File: config.mk
export PLATFORM = sky130hd
export DESIGN_NAME = nand_hamming_ecc
export DESIGN_NICKNAME = d
export VERILOG_FILES = /design/src/rtl/nhe_pkg.sv /design/src/rtl/nhe_ctrl.sv /design/src/rtl/nhe_datapath.sv /design/src/rtl/nand_hamming_ecc.sv
export SDC_FILE = /design/constraint.sdc
export NUM_CORES = 1
export LEC_CHECK = 0
export ABC_AREA = 1
export BUFFER_PORTS_ARGS = -buffer_cell sky130_fd_sc_hd__clkbuf_2
export CAP_MARGIN = 20
export CORE_ASPECT_RATIO = 1.2
export CORE_UTILIZATION = 50
export CTS_CLUSTER_SIZE = 30
export DETAILED_ROUTE_END_ITERATION = 10
export PLACE_DENSITY = 0.75
export SETUP_SLACK_MARGIN = 0.1
export SKIP_LAST_GASP = 1
export SLEW_MARGIN = 20
export SYNTH_ARGS = -nofsm -noshare
export SYNTH_HDL_FRONTEND = slang
export SYNTH_SLANG_ARGS = --single-unit
File: constraint.sdc
create_clock -name clk -period 2.6 [get_ports clk]
set_clock_uncertainty 0.2 [all_clocks]
set_input_delay 0.52 -clock clk [delete_from_list [all_inputs] [get_ports clk]]
set_output_delay 0.52 -clock clk [all_outputs]
set_load 0.1 [all_outputs]
File: src/rtl/nhe_pkg.sv
package nhe_pkg;
  localparam int CS_NUM  = 4;
  localparam int CS_W    = $clog2(CS_NUM);
  localparam int DATA_W  = 16;
  localparam int COL_MAX = $clog2(DATA_W);
  localparam int ROW_W   = 9;
  localparam int PAIRS   = ROW_W + COL_MAX - 1;
  localparam int CODE_W  = 28;

  typedef struct packed {
    logic [CS_NUM-1:0] clr;
    logic [CS_NUM-1:0] acc;
    logic [ROW_W-1:0]  row;
  } eccStrobe_t;
endpackage

File: src/rtl/nhe_ctrl.sv
module nhe_ctrl
  import nhe_pkg::*;
(
  input  logic              clk,
  input  logic              rstN,
  input  logic [CS_NUM-1:0] nandMode,
  input  logic              dataValid,
  input  logic [CS_W-1:0]   dataCs,
  input  logic              startReq,
  input  logic [CS_W-1:0]   startCs,
  input  logic              readReq,
  input  logic [CS_W-1:0]   readCs,
  output eccStrobe_t        strb,
  output logic [CS_NUM-1:0] busy
);
  logic [CS_NUM-1:0] busyQ;
  logic [ROW_W-1:0]  rowQ [CS_NUM];
  logic [CS_NUM-1:0] startHit, readHit, dataHit;

  always_comb begin
    for (int i = 0; i < CS_NUM; i++) begin
      startHit[i] = startReq && (startCs == CS_W'(i));
      readHit[i]  = readReq && (readCs == CS_W'(i));
      dataHit[i]  = dataValid && (dataCs == CS_W'(i)) && nandMode[i]
                    && busyQ[i] && !startHit[i];
    end
  end

  always_comb begin
    strb.clr = startHit;
    strb.acc = dataHit;
    strb.row = rowQ[dataCs];
  end

  assign busy = busyQ;

  always_ff @(posedge clk) begin
    for (int i = 0; i < CS_NUM; i++) begin
      if (!rstN) begin
        busyQ[i] <= 1'b0;
        rowQ[i]  <= '0;
      end else if (startHit[i]) begin
        busyQ[i] <= 1'b1;
        rowQ[i]  <= '0;
      end else begin
        if (readHit[i]) busyQ[i] <= 1'b0;
        if (dataHit[i]) rowQ[i] <= rowQ[i] + ROW_W'(1);
      end
    end
  end

  AST_START_SETS: assert property (@(posedge clk) disable iff (!rstN)
    startReq |=> busy[$past(startCs)]);

  AST_READ_CLEARS: assert property (@(posedge clk) disable iff (!rstN)
    readReq && !(startReq && startCs == readCs) |=> !busy[$past(readCs)]);

  AST_ROW_STEP: assert property (@(posedge clk) disable iff (!rstN)
    dataValid && nandMode[dataCs] && busyQ[dataCs] && !(startReq && startCs == dataCs)
    |=> rowQ[$past(dataCs)] == $past(rowQ[dataCs]) + ROW_W'(1));

  AST_ONE_ACC: assert property (@(posedge clk) disable iff (!rstN)
    $onehot0(strb.acc));
endmodule

File: src/rtl/nhe_datapath.sv
module nhe_datapath
  import nhe_pkg::*;
(
  input  logic                     clk,
  input  logic                     rstN,
  input  eccStrobe_t               strb,
  input  logic                     dataWide,
  input  logic [DATA_W-1:0]        dataWord,
  output logic [CS_NUM*CODE_W-1:0] eccCode
);
  localparam int GAP_W = CODE_W - 2 * PAIRS;

  logic [PAIRS-1:0]   oddQ  [CS_NUM];
  logic [PAIRS-1:0]   evenQ [CS_NUM];
  logic [PAIRS-1:0]   oddTerm, evenTerm;
  logic [COL_MAX-1:0] colOdd, colEven;
  logic [PAIRS-1:0]   colOddX, colEvenX, rowAddr;
  logic               wordPar;
  int                 colBits;

  // column parities and whole-word parity for the active bus width
  always_comb begin
    colOdd  = '0;
    colEven = '0;
    wordPar = 1'b0;
    for (int j = 0; j < DATA_W; j++) begin
      if (dataWide || j < DATA_W / 2) begin
        wordPar ^= dataWord[j];
        for (int b = 0; b < COL_MAX; b++) begin
          if (((j >> b) & 1) != 0) colOdd[b]  ^= dataWord[j];
          else                     colEven[b] ^= dataWord[j];
        end
      end
    end
  end

  // merge columns with the word counter into one stream address
  always_comb begin
    colOddX  = PAIRS'(colOdd);
    colEvenX = PAIRS'(colEven);
    colBits  = dataWide ? COL_MAX : COL_MAX - 1;
    rowAddr  = dataWide ? {strb.row[ROW_W-2:0], {COL_MAX{1'b0}}}
                        : {strb.row, {(COL_MAX-1){1'b0}}};
    for (int k = 0; k < PAIRS; k++) begin
      if (k < colBits) begin
        oddTerm[k]  = colOddX[k];
        evenTerm[k] = colEvenX[k];
      end else begin
        oddTerm[k]  = rowAddr[k] & wordPar;
        evenTerm[k] = ~rowAddr[k] & wordPar;
      end
    end
  end

  always_ff @(posedge clk) begin
    for (int i = 0; i < CS_NUM; i++) begin
      if (!rstN || strb.clr[i]) begin
        oddQ[i]  <= '0;
        evenQ[i] <= '0;
      end else if (strb.acc[i]) begin
        oddQ[i]  <= oddQ[i] ^ oddTerm;
        evenQ[i] <= evenQ[i] ^ evenTerm;
      end
    end
  end

  for (genvar g = 0; g < CS_NUM; g++) begin : gSlice
    assign eccCode[g*CODE_W +: CODE_W] = {oddQ[g], {GAP_W{1'b0}}, evenQ[g]};

    AST_CLEAR_ZERO: assert property (@(posedge clk) disable iff (!rstN)
      strb.clr[g] |=> (oddQ[g] == '0 && evenQ[g] == '0));

    AST_IDLE_HOLD: assert property (@(posedge clk) disable iff (!rstN)
      !strb.clr[g] && !strb.acc[g] |=> $stable(oddQ[g]) && $stable(evenQ[g]));

    AST_PAIR_BALANCE: assert property (@(posedge clk) disable iff (!rstN)
      ((oddQ[g] ^ evenQ[g]) == '0) || ((oddQ[g] ^ evenQ[g]) == '1));
  end
endmodule

File: src/rtl/nand_hamming_ecc.sv
module nand_hamming_ecc
  import nhe_pkg::*;
(
  input  logic                     clk,
  input  logic                     rstN,
  input  logic [CS_NUM-1:0]        nandMode,
  input  logic                     dataValid,
  input  logic [CS_W-1:0]          dataCs,
  input  logic                     dataWide,
  input  logic [DATA_W-1:0]        dataWord,
  input  logic                     startReq,
  input  logic [CS_W-1:0]          startCs,
  input  logic                     readReq,
  input  logic [CS_W-1:0]          readCs,
  output logic [CS_NUM*CODE_W-1:0] eccCode,
  output logic [CS_NUM-1:0]        eccBusy
);
  eccStrobe_t strb;

  nhe_ctrl u_ctrl (
    .clk(clk), .rstN(rstN), .nandMode(nandMode),
    .dataValid(dataValid), .dataCs(dataCs),
    .startReq(startReq), .startCs(startCs),
    .readReq(readReq), .readCs(readCs),
    .strb(strb), .busy(eccBusy)
  );

  nhe_datapath u_dp (
    .clk(clk), .rstN(rstN), .strb(strb),
    .dataWide(dataWide), .dataWord(dataWord),
    .eccCode(eccCode)
  );
endmodule

==> results summary <==
The total negative slack for setup checks came out at 0 ns. The post-detailed-route wirelength per cell is roughly 15 um. The buffer depth of the longest clock path is 2. The most frequent cell on the critical path is sky130_fd_sc_hd__nand2_1. The number of buffer cells added on primary ports is 131.

The worst hold path endpoint is u_ctrl.busy[1]. Detailed routing inserted a total of approximately 7400 vias. The area after detailed placement came out at approximately 0.0094 mm^2. In this run the most critical hold path is launched from readCs[0]. The root buffer cell chosen for the clock tree is sky130_fd_sc_hd__clkbuf_16. The filler-free cell count of the finished design came out at 1428.

The power density over the cells is about 680 mW/mm^2. The post-placement setup slack came out at 0.0989 ns. The max-cap violation count came out at 0. The die is 121 um wide. The number of setup buffers added after CTS came out at 0.

The reported leakage power is between 4 and 5 nW. The worst hold path was traced through 4 stages. The number of clock buffers added by TritonCTS is 17.

Timing would allow up to 467 MHz. For this run, the number of Yosys warnings is 0. The dominant delay contributor by cell family on the critical path is simple AND/OR/NAND/NOR gates.

The worst endpoint required time came out at between 2 and 3 ns. The count of pins over their slew limit is 0. Synthesis produced approximately 1100 cells.

The sum of buffers and inverters on the critical path came out at 4. The first global-routing pass estimated ~34000 um of wire. The flop and latch count out of synthesis came out at around 140. The cell count after placement came out at approximately 1400.

The initial antenna violation count came out at 0. The die outline area is 0.0174 mm^2. Setup repair after global routing left no endpoint under its margin. The worst hold path belongs to the class input pin to flip-flop.

The first-pass iteration count of the detailed router is 7. The DRC violation count after routing is 0. The critical path is of the input pin to flip-flop type. After layout, the design draws a total of ~6.8 mW.

The global-route congestion overflow total came out at 0. The count of cells resized by post-cts repair came out at 0. The synthesis-to-finish area growth came out at 18.2%. On the final layout, the worst hold slack is 0.209 ns. For this run, the slowest stage of the critical path takes 0.29 ns. The fraction of post-synthesis cell area in the top cell type by area came out at a little under half. In this run the critical register-to-register path is captured at u_dp.oddQ[1][3]. The final count of negative-setup-slack endpoints is 0. The flow ran to the end, and the final reports show no timing, DRC or antenna violations. The number of nets with antenna violations after routing is 0.

After detailed routing, the total wire length is roughly 21000 um. The number of distinct standard cells referenced by the synthesized netlist is 39. The share of flip-flops with an asynchronous set or reset came out at 0%. For this block, the initial DRC count from the detailed router was roughly 670. TritonCTS built the clock tree. The final antenna diode count is 0. The register-to-register setup slack came out at ~0.5 ns. The global routing usage summed across all routing layers came out at 25.5%. The total core area is around 0.016 mm^2. Summing every instance area after synthesis gives approximately 0.0085 mm^2. The worst register-to-register path begins at u_ctrl.rowQ[2][0].

Counting cells, the worst reg-to-reg path comes to 10. The summed area of non-filler cells in the final layout is between 0.009 and 0.01 mm^2. The final worst-path cycle share came out at slightly above 80%.

The number of hold-slack violations in the final timing report came out at 0. The global placement routability congestion came out at approximately 0.83. Subtracting the final worst setup slack from the clock period gives approximately 2.1 ns. The most frequent cell after synthesis is sky130_fd_sc_hd__nand2_1. The total clock sinks came out at approximately 140.

The average cell area after synthesis is between 8 and 9 um^2. The largest fanout of any net on the critical path came out at 8. The number of primary I/O pins came out at ~150. STA classifies the critical path startpoint as an input pin. The headroom to the max-slew limit is roughly three fifths. The clock insertion delay at the later pin of the skew report came out at roughly 0.43 ns. The count of nets after finishing is around 1200. Hold repair after CTS inserted 0 buffers.

CTS built an H-tree with a depth of 4. The worst setup path is captured at a flip-flop. After synthesis, the most frequently instantiated cells are sky130_fd_sc_hd__nand2_1 (243), sky130_fd_sc_hd__inv_1 (186), sky130_fd_sc_hd__edfxtp_1 (132). Among all flip-flop cells after synthesis, the most frequent one is sky130_fd_sc_hd__edfxtp_1. The clock slew at the register clock pins of the worst setup and hold paths came out at roughly 0.06 ns. Using the TritonRoute via totals, the vias-per-cell ratio works out to 5.17. For this configuration, the core starts out at a cell density of between 50% and 60%. Traced cell by cell, the critical path runs through clkbuf_2 -> inv_1 -> nor2_2 -> a22oi_1 -> nand2_1 -> nand2_1 -> nand2_2 -> inv_2 -> nand3_1 -> nand2_1 -> inv_1 -> nor2_1. The proportion of layout cells with a drive suffix above 1 is about a fifth. Entering global routing, the biggest net connects 37 pins. VDD sags by at most between 0.0004 and 0.0005 V. The portion of the post-synthesis area used by sequential elements is a little under half. The number of enable-type register cells in the synthesized netlist came out at 132. The slew at the pin closest to its max-slew limit came out at 0.576 ns. In this run the vertical extent of the chip is 144 um. The synthesized design spends more area on one cell type than any other, namely sky130_fd_sc_hd__edfxtp_1. The placement row count came out at about 50. The post-route core utilization came out at about three fifths. The slowest stage of the critical path is the sky130_fd_sc_hd__nor2_2 cell. The number of fill cells in the layout is between 1000 and 1500. The final worst slack came out at roughly 0.46 ns. The total half-perimeter wirelength after legalization and detailed placement came out at 14700 um.

The via count of the first global-routing pass was slightly below 7000. The arrival time at the worst endpoint is between 2 and 2.5 ns. In the post-synthesis netlist, the biggest area contributors are sky130_fd_sc_hd__edfxtp_1 (47%), sky130_fd_sc_hd__nand2_1 (11%), sky130_fd_sc_hd__inv_1 (8.3%).
-- tightest hold or removal path: cells and delay by family --
family,cells,cell delay (ns)
simple gates,2,0.12
buf+inv,1,0.10
compound gates,1,0.05
-- cell families (layout without fill, tap and decap cells) --
kind of cell,count (synthesis),in the layout,synth area share [%]
AND/OR/NAND/NOR,543,543,29.2
buffers and inverters,246,392,12.8
flip-flops,136,136,47.8
AO/OA/AOI/OAI,101,101,6.82
XOR/XNOR,24,24,2.66
adder cells (fa/ha/maj),4,4,0.592
other,1,16,0.0444
-- worst max path at each step --
stage	cells past startpoint	to	from
3_5_place_dp	12	u_dp.evenQ[3][9]	dataCs[0]
2_1_floorplan	6	u_dp.evenQ[1][0]	dataCs[0]
5_1_grt	12	u_dp.evenQ[1][9]	dataCs[0]
4_1_cts	10	u_dp.oddQ[1][3]	u_ctrl.rowQ[2][0]
6_report	12	u_dp.evenQ[1][9]	dataCs[0]
3_3_place_gp	9	u_dp.oddQ[0][2]	dataWide
-- final cells by class --
class / instances / area (um^2) / area share (%)
Clock inverter: 13 / 168 / 1.68
Sequential cell: 136 / 4050 / 40.5
Tap cell: 212 / 265 / 2.65
Clock buffer: 19 / 453 / 4.53
Inverter: 208 / 781 / 7.81
Multi-Input combinational cell: 688 / 3380 / 33.8
Timing Repair Buffer: 152 / 901 / 9.01
-- where the power goes --
group,internal [mW],switching (mW),total [mW]
Clock,1.57,0.989,2.56
Combinational,0.344,1.32,1.66
Sequential,2.51,0.0932,2.60
Total,4.42,2.40,6.82
-- routing by layer --
metal / vias to the layer above / global-route usage (%) / routed length [um]
li1: 3642 / - / -
met1: 3417 / 31.4 / 8970
met2: 292 / 44.6 / 10800
met3: 30 / 5.01 / 1390
met4: 0 / 8.71 / 353
met5: - / 0 / 0
-- state kept, by name, indices dropped and copies added, names as in the netlist --
name,count
u_dp.evenQ,48
u_ctrl.rowQ,36
u_dp.oddQ,48
u_ctrl.busy,4
-- cell usage in the layout, fill, tap and decap left out, types with 9 or more instances in the layout --
cell                        Yosys  final
sky130_fd_sc_hd__nand2_1      243    243
sky130_fd_sc_hd__nand3_1      110    110
sky130_fd_sc_hd__conb_1         1     16
sky130_fd_sc_hd__a22oi_1       16     16
sky130_fd_sc_hd__nor2_1       130    130
sky130_fd_sc_hd__buf_4         18     14
sky130_fd_sc_hd__clkbuf_16      0     17
sky130_fd_sc_hd__o21ai_0       33     33
sky130_fd_sc_hd__xor2_1        13     13
sky130_fd_sc_hd__a21oi_1       42     42
sky130_fd_sc_hd__inv_1        186    186
sky130_fd_sc_hd__nand3_4       10     10
sky130_fd_sc_hd__xnor2_1        9      9
sky130_fd_sc_hd__edfxtp_1     132    132
sky130_fd_sc_hd__inv_2         17     17
sky130_fd_sc_hd__clkbuf_2       0    131
sky130_fd_sc_hd__nand2_2       19     19
Power figures use the tool's default switching activity.
